### src/rtl/snoop_pkg.sv
package snoop_pkg;

    typedef enum logic [1:0] {
        LN_INV = 2'd0,
        LN_SHR = 2'd1,
        LN_EXC = 2'd2
    } line_st_t;

    typedef enum logic [1:0] {
        CMD_NONE   = 2'd0,
        CMD_RDMISS = 2'd1,
        CMD_WRMISS = 2'd2,
        CMD_WBACK  = 2'd3
    } bus_cmd_t;

    typedef enum logic [1:0] {
        PH_IDLE  = 2'd0,
        PH_WBACK = 2'd1,
        PH_MISS  = 2'd2
    } phase_t;

endpackage

### src/rtl/line_store.sv
module line_store
    import snoop_pkg::*;
#(
    parameter int INDEX_W = 3,
    parameter int TAG_W   = 6
) (
    input  logic               clk,
    input  logic               rst_n,
    input  logic [INDEX_W-1:0] cpu_idx,
    output line_st_t           cpu_st,
    output logic [TAG_W-1:0]   cpu_tag,
    input  logic [INDEX_W-1:0] snp_idx,
    output line_st_t           snp_st,
    output logic [TAG_W-1:0]   snp_tag,
    input  logic               upd_en,
    input  line_st_t           upd_st,
    input  logic               fill_en,
    input  logic [TAG_W-1:0]   fill_tag,
    input  line_st_t           fill_st
);
    localparam int LINES = 1 << INDEX_W;

    typedef struct packed {
        logic [LINES-1:0][1:0]       st;
        logic [LINES-1:0][TAG_W-1:0] tag;
    } store_t;

    store_t store_d, store_q;

    // Two read ports: one for the processor lookup, one for the snoop lookup.
    assign cpu_st  = line_st_t'(store_q.st[cpu_idx]);
    assign cpu_tag = store_q.tag[cpu_idx];
    assign snp_st  = line_st_t'(store_q.st[snp_idx]);
    assign snp_tag = store_q.tag[snp_idx];

    always_comb begin
        store_d = store_q;
        // Atomic bus: a snoop update and an own fill never share a cycle.
        if (upd_en) begin
            store_d.st[snp_idx] = upd_st;
        end
        if (fill_en) begin
            store_d.st[cpu_idx]  = fill_st;
            store_d.tag[cpu_idx] = fill_tag;
        end
    end

    // every line starts Invalid
    always_ff @(posedge clk) begin
        if (!rst_n) begin
            store_q <= '0;
        end else begin
            store_q <= store_d;
        end
    end

endmodule

### src/rtl/snoop_unit.sv
module snoop_unit
    import snoop_pkg::*;
#(
    parameter int TAG_W = 6
) (
    input  logic             snp_valid,
    input  bus_cmd_t         snp_cmd,
    input  logic [TAG_W-1:0] snp_tag,
    input  line_st_t         line_st,
    input  logic [TAG_W-1:0] line_tag,
    output logic             upd_en,
    output line_st_t         upd_st,
    output logic             flush
);
    logic match;

    // tag and index (through the read port) must agree, line valid
    assign match = snp_valid && (line_st != LN_INV) && (line_tag == snp_tag);

    always_comb begin
        upd_en = 1'b0;
        upd_st = line_st;
        flush  = 1'b0;
        if (match) begin
            unique case (snp_cmd)
                CMD_RDMISS: begin
                    if (line_st == LN_EXC) begin
                        flush  = 1'b1;
                        upd_en = 1'b1;
                        upd_st = LN_SHR;
                    end
                end
                CMD_WRMISS: begin
                    flush  = (line_st == LN_EXC);
                    upd_en = 1'b1;
                    upd_st = LN_INV;
                end
                default: begin
                    upd_en = 1'b0;                // write-back: no change
                end
            endcase
        end
    end

endmodule

### src/rtl/proc_fsm.sv
module proc_fsm
    import snoop_pkg::*;
#(
    parameter int INDEX_W = 3,
    parameter int TAG_W   = 6
) (
    input  logic                     clk,
    input  logic                     rst_n,
    input  logic                     cpu_req_valid,
    input  logic                     cpu_req_write,
    input  logic [INDEX_W-1:0]       req_idx,
    input  logic [TAG_W-1:0]         req_tag,
    input  line_st_t                 line_st,
    input  logic [TAG_W-1:0]         line_tag,
    input  logic                     snp_valid,
    input  logic                     bus_gnt,
    output logic                     bus_req,
    output logic                     bus_valid,
    output bus_cmd_t                 bus_cmd,
    output logic [TAG_W+INDEX_W-1:0] bus_blk,
    output logic                     cpu_done,
    output logic                     cpu_hit,
    output logic                     fill_en,
    output line_st_t                 fill_st
);
    typedef struct packed {
        phase_t           ph;
        logic [TAG_W-1:0] vtag;
    } fsm_t;

    fsm_t fsm_d, fsm_q;

    logic tag_eq;
    logic hit;
    logic dirty_victim;

    always_comb begin
        tag_eq       = (line_tag == req_tag);
        hit          = tag_eq && (cpu_req_write ? (line_st == LN_EXC)
                                                : (line_st != LN_INV));
        dirty_victim = (line_st == LN_EXC) && !tag_eq;

        fsm_d     = fsm_q;
        bus_req   = 1'b0;
        bus_valid = 1'b0;
        bus_cmd   = CMD_NONE;
        bus_blk   = '0;
        cpu_done  = 1'b0;
        cpu_hit   = 1'b0;
        fill_en   = 1'b0;
        fill_st   = cpu_req_write ? LN_EXC : LN_SHR;

        unique case (fsm_q.ph)
            PH_IDLE: begin
                // a snoop in this cycle defers acceptance
                if (cpu_req_valid && !snp_valid) begin
                    if (hit) begin
                        cpu_done = 1'b1;
                        cpu_hit  = 1'b1;
                    end else if (dirty_victim) begin
                        fsm_d.ph   = PH_WBACK;
                        fsm_d.vtag = line_tag;
                    end else begin
                        fsm_d.ph = PH_MISS;
                    end
                end
            end
            PH_WBACK: begin
                // A snoop may have taken the victim away while waiting.
                if ((line_st != LN_EXC) || (line_tag != fsm_q.vtag)) begin
                    fsm_d.ph = PH_MISS;
                end else begin
                    bus_req = 1'b1;
                    if (bus_gnt) begin
                        bus_valid = 1'b1;
                        bus_cmd   = CMD_WBACK;
                        bus_blk   = {fsm_q.vtag, req_idx};
                        fsm_d.ph  = PH_MISS;
                    end
                end
            end
            PH_MISS: begin
                bus_req = 1'b1;
                if (bus_gnt) begin
                    bus_valid = 1'b1;
                    bus_cmd   = cpu_req_write ? CMD_WRMISS : CMD_RDMISS;
                    bus_blk   = {req_tag, req_idx};
                    fill_en   = 1'b1;
                    cpu_done  = 1'b1;
                    fsm_d.ph  = PH_IDLE;
                end
            end
            default: begin
                fsm_d.ph = PH_IDLE;
            end
        endcase
    end

    always_ff @(posedge clk) begin
        if (!rst_n) begin
            fsm_q <= '{ph: PH_IDLE, vtag: '0};
        end else begin
            fsm_q <= fsm_d;
        end
    end

endmodule

### src/rtl/snoop_cache_ctrl.sv
module snoop_cache_ctrl
    import snoop_pkg::*;
#(
    parameter int INDEX_W = 3,
    parameter int TAG_W   = 6
) (
    input  logic                     clk,
    input  logic                     rst_n,
    input  logic                     cpu_req_valid,
    input  logic                     cpu_req_write,
    input  logic [TAG_W+INDEX_W-1:0] cpu_req_blk,
    output logic                     cpu_done,
    output logic                     cpu_hit,
    output logic                     bus_req,
    input  logic                     bus_gnt,
    output logic                     bus_valid,
    output logic [1:0]               bus_cmd,
    output logic [TAG_W+INDEX_W-1:0] bus_blk,
    input  logic                     snp_valid,
    input  logic [1:0]               snp_cmd,
    input  logic [TAG_W+INDEX_W-1:0] snp_blk,
    output logic                     snp_flush
);
    localparam int BLK_W = TAG_W + INDEX_W;

    logic [INDEX_W-1:0] req_idx, snp_idx;
    logic [TAG_W-1:0]   req_tag, snp_tag_in;
    line_st_t           cpu_line_st, snp_line_st;
    logic [TAG_W-1:0]   cpu_line_tag, snp_line_tag;
    logic               upd_en, fill_en;
    line_st_t           upd_st, fill_st;
    bus_cmd_t           own_cmd;

    assign req_idx    = cpu_req_blk[INDEX_W-1:0];
    assign req_tag    = cpu_req_blk[BLK_W-1:INDEX_W];
    assign snp_idx    = snp_blk[INDEX_W-1:0];
    assign snp_tag_in = snp_blk[BLK_W-1:INDEX_W];
    assign bus_cmd    = own_cmd;

    line_store #(.INDEX_W(INDEX_W), .TAG_W(TAG_W)) store_i (
        .clk      (clk),
        .rst_n    (rst_n),
        .cpu_idx  (req_idx),
        .cpu_st   (cpu_line_st),
        .cpu_tag  (cpu_line_tag),
        .snp_idx  (snp_idx),
        .snp_st   (snp_line_st),
        .snp_tag  (snp_line_tag),
        .upd_en   (upd_en),
        .upd_st   (upd_st),
        .fill_en  (fill_en),
        .fill_tag (req_tag),
        .fill_st  (fill_st)
    );

    snoop_unit #(.TAG_W(TAG_W)) snoop_i (
        .snp_valid (snp_valid),
        .snp_cmd   (bus_cmd_t'(snp_cmd)),
        .snp_tag   (snp_tag_in),
        .line_st   (snp_line_st),
        .line_tag  (snp_line_tag),
        .upd_en    (upd_en),
        .upd_st    (upd_st),
        .flush     (snp_flush)
    );

    proc_fsm #(.INDEX_W(INDEX_W), .TAG_W(TAG_W)) fsm_i (
        .clk           (clk),
        .rst_n         (rst_n),
        .cpu_req_valid (cpu_req_valid),
        .cpu_req_write (cpu_req_write),
        .req_idx       (req_idx),
        .req_tag       (req_tag),
        .line_st       (cpu_line_st),
        .line_tag      (cpu_line_tag),
        .snp_valid     (snp_valid),
        .bus_gnt       (bus_gnt),
        .bus_req       (bus_req),
        .bus_valid     (bus_valid),
        .bus_cmd       (own_cmd),
        .bus_blk       (bus_blk),
        .cpu_done      (cpu_done),
        .cpu_hit       (cpu_hit),
        .fill_en       (fill_en),
        .fill_st       (fill_st)
    );

endmodule

### config.mk
export PLATFORM = sky130hd
export DESIGN_NAME = snoop_cache_ctrl
export DESIGN_NICKNAME = d
export VERILOG_FILES = /design/src/rtl/snoop_pkg.sv /design/src/rtl/line_store.sv /design/src/rtl/snoop_unit.sv /design/src/rtl/proc_fsm.sv /design/src/rtl/snoop_cache_ctrl.sv
export SDC_FILE = /design/constraint.sdc
export NUM_CORES = 1
export LEC_CHECK = 0
export CORE_MARGIN = 3
export CORE_UTILIZATION = 63
export DETAILED_ROUTE_END_ITERATION = 6
export PLACE_DENSITY = 0.85
export SLEW_MARGIN = 20
export SYNTH_ARGS = -nofsm -noshare
export SYNTH_HDL_FRONTEND = slang
export SYNTH_SLANG_ARGS = --single-unit
export TNS_END_PERCENT = 5
### constraint.sdc
create_clock -name clk -period 14.83 [get_ports clk]
set_clock_uncertainty 0.1 [all_clocks]
set_input_delay 4.449 -clock clk [delete_from_list [all_inputs] [get_ports clk]]
set_output_delay 4.449 -clock clk [all_outputs]
set_load 0.01 [all_outputs]
# [Yosys cells after proc, flatten, opt, wreduce, memory -nomap -nowiden]
# Cells that the tools add are included.
[word_totals] register_bits=72 in_bits=26 out_inout_bits=16 wordCells=107
[op_classes] order_cmp=4 eq_ne=14 muxes=55 bitwise_logic=1 n_reduce_logical=15
[op_table] op="$mux W64" n=1
[op_table] op="$bwmux W48" n=1
[op_table] op="$bmux W6 S3" n=2
[op_table] op="$bwmux W16" n=2
[op_table] op="$mux W2" n=14
[op_table] op="$mux W9" n=3
[op_table] op="$mux W6" n=4
[op_table] op="$demux W6 S3" n=1
[op_table] op="$pmux W9 S2" n=1
[op_table] op="$mux W16" n=1
[op_table] op="$mux W8" n=2
[op_table] op="$bmux W2 S3" n=2
[op_table] op="$demux W2 S3" n=2
[op_table] op="$eq A6 B6 Y1" n=2
[op_table] op="$mux W1" n=11
[op_table] op="$pmux W1 S2" n=5
[op_table] op="$eq A2 B2 Y1 const B" n=4
[op_table] op="$lt A3 B4 Y1 const B" n=2
[op_table] op="$pmux W2 S2" n=2
[op_table] op="$reduce_and A4 Y1" n=2
[op_table] op="$logic_and A1 B1 Y1" n=7
[op_table] op="$ge A3 B1 Y1 const B" n=2
[op_table] op="$ne A2 B2 Y1 const B" n=3
[op_table] op="$ne A6 B6 Y1" n=1
[op_table] op="other kinds (9)" n=12

# [Logic depth before layout (Yosys ltp)]
# Gate-level depths: netlist (run 1).
[logic_depth] depth_word=10 ltp_mapped=11 depth_no_buf=8

# [By module]
# A second synthesis (run 1) with hierarchy kept.
[hier_totals] cells_unflattened=468 area_unflattened_um2=4677.0
[by_module_without_submodules] mod="line_store" n_inst=1 cells_each=350 area_per_inst_um2=3718.6 seq_area_each_um2=1281.2
[by_module_without_submodules] mod="proc_fsm" n_inst=1 cells_each=95 area_per_inst_um2=777.0 seq_area_each_um2=160.2
[by_module_without_submodules] mod="snoop_unit" n_inst=1 cells_each=23 area_per_inst_um2=181.4 seq_area_each_um2=0.0

# [Worst setup path after synthesis (run 1)]
# Ideal clock, no wire load.
[synth_path] path_kind="input port to output port" from="in cpu_req_blk[0]" to="out bus_cmd[0]" arrival_time_ns=6.610 t_required_ns=10.281 setup_slack_ns=3.671 stages=8 path_buffers=1 path_cell_list="buf_2 -> mux4_2 -> mux2i_1 -> xor2_1 -> nand3_1 -> nor4_2 -> nand2_1 -> a21boi_0"
[synth_via] elab_chain_cells=6 word_cells_on_any_way=9 cone_classes="eq/ne: 2; mux: 6; reduce/logical: 1"
[synth_lines] item="start: declaration" line="snoop_cache_ctrl.sv:11" rtl="input logic [TAG_W+INDEX_W-1:0] cpu_req_blk,"
[synth_lines] item="$bmux W6 S3 or $bmux W2 S3 (tied branches)" line="line_store.sv:32, line_store.sv:31"
[synth_lines] item="$mux W6 (implied by the code) or $mux W2 (tied branches)" line="line_store.sv:32, line_store.sv:31"
[synth_lines] item="$ne A6 B6 Y1 or $ne A2 B2 Y1 (tied branches)" line="proc_fsm.sv:70" rtl="if ((line_st != LN_EXC) || (line_tag != fsm_q.vtag)) begin"
[synth_lines] item="$logic_or A1 B1 Y1 (*)" line="proc_fsm.sv:70"
[synth_lines] item="$mux W2 (*)" line="proc_fsm.sv:70"
[synth_lines] item="$pmux W2 S2 (*)" line="proc_fsm.sv:53" rtl="unique case (fsm_q.ph)"
[synth_lines] item="end: declaration" line="snoop_cache_ctrl.sv:17" rtl="output logic [1:0] bus_cmd,"
# Every way passes the cells marked *; elsewhere a longest branch is shown, timed or not. The select of a mux whose other input is x is not followed.

# [Worst setup path in the final report (run 1)]
# Ends and elaborated chain as after synthesis.

==> results of run 1 <==
cells in the mapped netlist, types with 3 or more instances:
cell type	n
nand2_1	131
dfxtp_1	72
a21oi_1	57
clkbuf_1	24
mux2i_1	23
nor2_1	22
xor2_1	16
o21ai_0	15
mux4_1	14
inv_1	13
mux4_2	12
nand3_1	12
nor2b_1	10
nor3_1	9
or3_1	9
a31oi_1	7
a32oi_1	6
nand2b_1	6
or2_2	6
buf_2	5
ha_1	5
nor4_1	5
a221oi_1	4
mux2_2	4
o32ai_1	4
nand3b_1	3
nand4_1	3
o41a_1	3
report_power, final:
part	total [W]	switching, W	internal (W)
registers	0.000195	0.000000756	0.000194
logic	0.0000458	0.0000283	0.0000175
clock network	0.000152	0.0000763	0.0000761
total	0.000393	0.000105	0.000288
cell families after synthesis:
| logic type | Yosys count | synth area share |
|---|---|---|
| AND/OR/NAND/NOR | 227 | 0.230 |
| AO/OA/AOI/OAI | 115 | 0.158 |
| flip-flops | 72 | 0.318 |
| multiplexers | 53 | 0.201 |
| buffers and inverters | 47 | 0.0444 |
| XOR/XNOR | 18 | 0.0348 |
| adder cells (fa/ha/maj) | 5 | 0.0138 |
per-stage QoR:
step	instance area (µm²)	util	setup WS (ns)	total power, W	hold slack [ns]
finish	5140	0.748	1.98	0.000393	0.373
global route	5140	0.748	1.69	0.000405	0.385
CTS	5140	0.748	2.03	0.000392	0.370
detailed placement	4950	0.721	2.08	0.000243	0.359
global placement	4950	0.720	2.14	0.000242	0.350
floorplan	4530	-	3.67	0.000228	0.340
cell type report:
class / count / share of cell area
Multi-Input combinational cell: 418 / 0.564
Sequential cell: 72 / 0.280
Timing Repair Buffer: 45 / 0.0857
Clock buffer: 9 / 0.0241
Tap cell: 96 / 0.0234
Clock inverter: 6 / 0.0119
Inverter: 14 / 0.0102
final timing paths:
| kind | start | end | depth (start not counted) | slack [ns] |
|---|---|---|---|---|
| max | cpu_req_blk[0] | bus_cmd[0] | 10 | 1.98 |
| min | flip-flop | flip-flop | 2 | 0.37 |
| max reg2reg | flip-flop | fsm_i.fsm_q[5]$_SDFFE_PN0P_ | 8 | 12.06 |
| min reg2reg | flip-flop | flip-flop | 2 | 0.37 |
layer usage:
layer  GRT usage  wire length (µm)  part of all wire  vias to the layer above
met4       0.202               811             0.058                        0
met5           0                 0                 0                        -
met3      0.0875              1780              0.13                       79
li1            -                 -                 -                     1987
met2       0.552              6580              0.47                      366
met1       0.421              4850              0.35                     2027
worst reg2reg max path, delay by kind of cell, from the launching register on:
kind | cells | cell delay (ns)
buffers and inverters | 1 | 0.25
XOR/XNOR | 1 | 0.21
multiplexers | 3 | 1.04
flip-flops | 1 | 0.36
AND/OR/NAND/NOR | 2 | 0.29
AO/OA/AOI/OAI | 1 | 0.41
==> results.yml, run 1 <==
run_status:
  status: "complete, but fails checks"
  violations: "DRC"
drt:
  drc: 1
  wirelength_um: 14000
  routed_via_density: 6.76
  first_pass_iters: 7
  drt_iter0_drc: 535
  route.detailed.wl_per_inst_um: 21.2
  ant_nets: 0
  routed-via-count: 4459
clock_network:
  clk_latency_ns: 0.36
  numCtsBuffers: 9
  htreeDepth: 3
  ctsResizeCount: 0
  cts_root_buffer: "clkbuf_8"
  cts.sinks: 72
  path_clk_slew_ns: 0.08
  post-cts-setup-buffers: 0
  cts_tree: "done"
  ctsHoldBuffers: 0
  clock_path_buffers: 2
timing:
  period_needed_ns: 12.85
  setup_viol: 0
  fin_crit_sh: 0.866
  rsz0062_at_grt: "no"
  slew_headroom: 0.385
  tightest_slew_ns: 0.920
  setup-tns-final_ns: 0
  final_max_slew_viol_count: 0
  hold_viol: 0
  fmax_mhz: 77.8
setup_path:
  crit_required_ns: 10.28
  path_cells: "clkdlybuf4s50_1 > buf_4 > mux2_2 > a221oi_1 > o22a_1 > xnor2_1 > nor4_2 > nand2_1 > a21boi_0 > clkdlybuf4s50_1"
  crit_path_start_kind: "input port"
  endpoint_kind: "primary output"
  crit_path_max_fanout: 19
  cpMostUsedCell: "clkdlybuf4s50_1"
  crit_slowest_cell: "clkdlybuf4s50_1"
  critical_path_class: "in -> out"
  crit_arrival_ns: 8.30
  critPathBufInv: 3
  critPathTopFamily: "buffers and inverters"
  slowest_delay_ns: 0.93
floorplan:
  die_w_um: 90.8
  initial_utilization: 0.660
  num_rows: 30
  core_area_mm2: 0.00687
  die_h_um: 90.8
  die_area_mm2: 0.00825
  ioPinCount: 42
flow_run:
  cap_viol_max_count: 0
global_routing:
  grt_use_total: 0.345
  grt_pass1_vias: 4340
  grt_overflow: 0
  grt_pass1_wl_um: 22300
  grt_max_degree: 60
  antenna_found_initial: 0
cells_and_area:
  drive_gt1_frac: 0.0887
  n_fill_cell: 508
  area_growth_syn_to_layout_pct: 13.4
  final_cell_mix: "131 x nand2_1, 72 x dfxtp_1, 57 x a21oi_1"
  nets: 591
  regArea_mm2: 0.00144
  diodes: 0
  final_common_cell: "nand2_1"
  multi_input_area_mm2: 0.00290
  fin_cells: 660
min_path:
  hp-class: "reg -> reg"
logic_synthesis:
  synth_edf_count: 0
  synthArstFlopShare: 0
  synth_cell_type_count: 55
  synth.area.top_cells: "dfxtp_1 32%, nand2_1 11%, mux4_1 8.1%"
  synth_seq_cells: 72
  yosys.area.top_type_share: 0.318
  yosys.area.top_type: "dfxtp_1"
  ys_dominant_reg_cell: "dfxtp_1"
  netlist_instances: 537
  synth_area_per_cell_um2: 8.44
  syn-cell-area_mm2: 0.00453
  synth_nets: 568
  yosysWarnings: 0
  yosysSeqAreaShare: 0.318
placement:
  globalplace.congestion: 0.943
  io_buffers: 41
  placed_cells: 645
  dp_hpwl_um: 9630
pwr:
  power_density_mw_per_mm2: 76.4
  irDropWorstVdd_v: 0.0000663
  p_leak_nw: 1.76
(Power assumes the default switching activity.)
==> inputs of run 2 (changes only) <==
- CTS_CLUSTER_DIAMETER: default -> 100
- clock period: 14.83 -> 16.4 ns (I/O delays scaled with it)
==> results.yml, run 2 (synthesized netlist as in run 1, its figures left out) <==
run_status:
  status: "finished clean"
setup_path:
  worstSetupPathDepth: 9
  crit_path_max_fanout: 20
  crit_required_ns: 11.38
  ff2ff_path_depth: 8
  endpoint_kind: "primary output"
  crit_slowest_cell: "clkdlybuf4s50_1"
  crit_arrival_ns: 8.79
  slowest_delay_ns: 1.12
  cpMostUsedCell: "clkdlybuf4s50_1"
  critPathLaunch: "cpu_req_blk[2]"
  crit_path_start_kind: "input port"
  path_cells: "clkdlybuf4s50_1 > mux4_2 > mux2i_1 > xor2_1 > nand3_1 > nor4_2 > nand2_1 > a21boi_0 > clkdlybuf4s50_1"
  critical_path_class: "in -> out"
  critPathTopFamily: "buffers and inverters"
  critPathBufInv: 2
drt:
  drc: 0
  route.detailed.wl_per_inst_um: 20.7
  drt_iter0_drc: 608
  routed-via-count: 4467
  ant_nets: 0
  first_pass_iters: 6
  routed_via_density: 6.76
  wirelength_um: 13700
pwr:
  p_comb_frac: 0.114
  p_total_w: 0.000363
  p_sw_w: 0.0000998
  power_density_mw_per_mm2: 70.4
  pwr-share-seq: 0.485
  p_sw_frac: 0.275
  irDropWorstVdd_v: 0.0000549
  p_leak_nw: 1.76
  p_clk_frac: 0.400
  p_int_w: 0.000263
timing:
  fin_crit_sh: 0.842
  fmax_mhz: 72.4
  hold_viol: 0
  worst_slack_ns: 2.59
  setup-tns-final_ns: 0
  final_max_slew_viol_count: 0
  slew_headroom: 0.254
  holdWs_ns: 0.373
  period_needed_ns: 13.81
  rsz0062_at_grt: "no"
  setup_viol: 0
  tightest_slew_ns: 1.11
global_routing:
  grt_use_total: 0.335
  grt_pass1_vias: 4214
  grt_overflow: 0
  antenna_found_initial: 0
  grt_pass1_wl_um: 21800
  grt_max_degree: 60
floorplan:
  initial_utilization: 0.660
  die_area_mm2: 0.00825
  die_w_um: 90.8
  num_rows: 30
  die_h_um: 90.8
  ioPinCount: 42
  core_area_mm2: 0.00687
placement:
  globalplace.congestion: 0.954
  place_ws_ns: 2.76
  io_buffers: 41
  dp_hpwl_um: 9380
cells_and_area:
  final_cell_mix: "131 x nand2_1, 72 x dfxtp_1, 57 x a21oi_1"
  final_common_cell: "nand2_1"
  final_util: 0.750
  area_growth_syn_to_layout_pct: 13.6
  nets: 591
  drive_gt1_frac: 0.0885
  diodes: 0
min_path:
  hp-class: "reg -> reg"
  whs_path_depth: 2
clock_network:
  ctsResizeCount: 0
  clk_latency_ns: 0.36
  ctsHoldBuffers: 0
  cts_root_buffer: "clkbuf_8"
  path_clk_slew_ns: 0.09
  post-cts-setup-buffers: 0
  cts.sinks: 72
  numCtsBuffers: 9
  htreeDepth: 3
  cts_tree: "done"
  clock_path_buffers: 2
flow_run:
  cap_viol_max_count: 0
## run 2: cell count changes in the layout (fill, tap and decap cells not counted)
cell | before | now
clkinv_2 | 3 | 1
nor3_1 | 7 | 8
nor3_2 | 2 | 1
inv_6 | 0 | 3
## run 2: metal layers
| layer | part of all wire | track usage | vias to the layer above |
|---|---|---|---|
| met5 | 0 | 0 | - |
| met4 | 0.050 | 0.144 | 0 |
| met3 | 0.11 | 0.0850 | 80 |
| met2 | 0.46 | 0.532 | 307 |
| met1 | 0.37 | 0.434 | 2084 |
| li1 | - | - | 1996 |
## run 2: worst reg2reg max path, cell delays in order (launching register included)
cell	delay, ns
dfxtp_1	0.33
mux4_2	0.47
mux2i_1	0.37
xor2_1	0.20
nand4_1	0.21
o311ai_1	0.45
buf_4	0.25
mux2i_1	0.19
nor2_1	0.05
## run 2: through the flow
stage          std cells  cell area (µm²)
2_1_floorplan        537             4530
3_3_place_gp         645             4950
3_5_place_dp         645             4950
4_1_cts              661             5150
5_1_grt              661             5150
6_report             661             5150
## run 2: final cells by class
cell class,instances,area (µm²)
Clock buffer,9,124
Clock inverter,7,77.6
Fill cell,517,1720
Inverter,14,52.6
Multi-Input combinational cell,418,2900
Sequential cell,72,1440
Tap cell,96,120
Timing Repair Buffer,45,440
## run 2: final timing paths
path                                                     to  slack (ns)
worst max-delay path                             bus_cmd[0]        2.59
worst min-delay path                              flip-flop        0.37
worst max register to register  fsm_i.fsm_q[5]$_SDFFE_PN0P_       13.63
worst min register to register                    flip-flop        0.37
## run 2: power by group through the flow
stage               Combinational [W]  Sequential (W)  Clock, W
floorplan                   0.0000266        0.000180         0
global placement            0.0000392        0.000180         0
detailed placement          0.0000401        0.000180         0
CTS                         0.0000403        0.000176  0.000147
global route                0.0000441        0.000176  0.000156
finish                      0.0000415        0.000176  0.000145
==> inputs of run 3 (changes only) <==
- CORE_UTILIZATION: 63 -> 58
- PLACE_DENSITY: 0.85 -> 0.79
- clock period: 16.4 -> 13.94 ns (I/O delays scaled with it)
==> results.yml, run 3 (synthesized netlist as in run 1, its figures left out) <==
cells_and_area:
  final_cell_mix: "131 x nand2_1, 72 x dfxtp_1, 57 x a21oi_1"
  final_common_cell: "nand2_1"
  area_growth_syn_to_layout_pct: 14.2
  drive_gt1_frac: 0.0885
  fin_cells: 664
  n_fill_cell: 594
  diodes: 0
  nets: 592
global_routing:
  gr-usage-met1: 0.398
  antenna_found_initial: 0
  grt_use_total: 0.321
  grt_pass1_wl_um: 21600
  grt_max_degree: 60
  grt_overflow: 0
  met3_usage: 0.0829
  use_met2: 0.521
  busiest_layer: "met2"
  grt_pass1_vias: 4159
pwr:
  p_leak_nw: 1.77
  power_density_mw_per_mm2: 84.9
  irDropWorstVdd_v: 0.0000829
clock_network:
  ctsHoldBuffers: 0
  ctsResizeCount: 0
  path_clk_slew_ns: 0.08
  cts_tree: "done"
  cts_root_buffer: "clkbuf_8"
  post-cts-setup-buffers: 0
  clock_path_buffers: 2
  numCtsBuffers: 9
  clk_latency_ns: 0.35
  htreeDepth: 3
  cts.sinks: 72
drt:
  drc: 0
  first_pass_iters: 7
  route.detailed.wl_per_inst_um: 20.6
  drt_iter0_drc: 419
  routed_via_density: 6.63
  routed-via-count: 4402
  ant_nets: 0
  wirelength_um: 13700
timing:
  rsz0062_at_grt: "no"
  setup_viol: 0
  slew_headroom: 0.362
  fmax_mhz: 81.5
  setup-tns-final_ns: 0
  fin_crit_sh: 0.880
  period_needed_ns: 12.27
  hold_viol: 0
  tightest_slew_ns: 0.954
  final_max_slew_viol_count: 0
placement:
  globalplace.congestion: 0.938
  io_buffers: 41
  dp_hpwl_um: 9750
  placed_cells: 649
setup_path:
  crit_path_start_kind: "input port"
  crit_slowest_cell: "clkdlybuf4s50_1"
  slowest_delay_ns: 0.86
  endpoint_kind: "primary output"
  path_cells: "clkdlybuf4s50_1 > buf_4 > mux2_2 > a221oi_1 > o22ai_1 > xor2_1 > nor4_2 > a32oi_1 > nor2b_1 > clkdlybuf4s50_1"
  crit_arrival_ns: 7.99
  crit_path_max_fanout: 21
  crit_required_ns: 9.66
  cpMostUsedCell: "clkdlybuf4s50_1"
  r2r-end: "fsm_i.fsm_q[7]$_SDFFE_PN0P_"
  critical_path_class: "in -> out"
  rrSetupSlack_ns: 11.18
  ff2ff_path_depth: 7
min_path:
  hp-class: "reg -> reg"
  whs_path_depth: 2
floorplan:
  num_rows: 31
  die_area_mm2: 0.00892
  initial_utilization: 0.612
  die_w_um: 94.4
  die_h_um: 94.4
  ioPinCount: 42
  core_area_mm2: 0.00741
flow_run:
  cap_viol_max_count: 0
run_status:
  status: "finished clean"
-- run 3: worst max-delay path, delay by kind of cell --
family | cells | cell delay, ns
and+or+nand+nor | 2 | 0.76
buffers and inverters | 3 | 1.78
AOI/OAI and AO/OA | 3 | 0.65
xor gates and xnor gates | 1 | 0.22
muxes | 1 | 0.36
-- run 3: worst max-delay path by stage --
stage / cells past startpoint / slack, ns / end / startpoint
final: 10 / 1.67 / bus_blk[5] / cpu_req_blk[0]
after global routing: 10 / 1.38 / bus_cmd[0] / cpu_req_blk[0]
after CTS: 10 / 1.67 / bus_blk[5] / cpu_req_blk[0]
after detailed placement: 10 / 1.66 / bus_blk[5] / cpu_req_blk[0]
after global placement: 10 / 1.77 / bus_cmd[0] / cpu_req_blk[0]
after floorplan: 8 / 3.31 / bus_cmd[0] / cpu_req_blk[0]
-- run 3: cell type report --
class                           instances  area [µm²]  share of cell area
Multi-Input combinational cell        418        2900               0.559
Sequential cell                        72        1440               0.278
Timing Repair Buffer                   46         448              0.0865
Clock buffer                            9         124              0.0239
Tap cell                               99         124              0.0239
Clock inverter                          6        93.8              0.0181
Inverter                               14        52.6              0.0101
-- run 3: through the flow --
step / setup slack (ns) / util / power, W / hold slack, ns / area, µm²
after global placement: 1.77 / 0.669 / 0.000258 / 0.350 / 4960
after global routing: 1.38 / 0.699 / 0.000451 / 0.393 / 5180
after detailed placement: 1.66 / 0.669 / 0.000259 / 0.356 / 4960
after floorplan: 3.31 / - / 0.000243 / 0.340 / 4530
after CTS: 1.67 / 0.699 / 0.000441 / 0.367 / 5170
final: 1.67 / 0.699 / 0.000440 / 0.369 / 5180
-- run 3: routing by layer --
layer	up-vias	wire length, µm	share of wire
met3	66	1320	0.096
li1	2001	-	-
met5	-	0	0
met2	265	6460	0.47
met1	2070	5300	0.39
met4	0	641	0.047
-- run 3: report_power, final --
group,internal (W),leakage (nW),total (W),switching [W]
sequential,0.000206,0.580,0.000207,0.000000748
combinational,0.0000186,1.09,0.0000483,0.0000297
clock,0.000101,0.106,0.000185,0.0000836
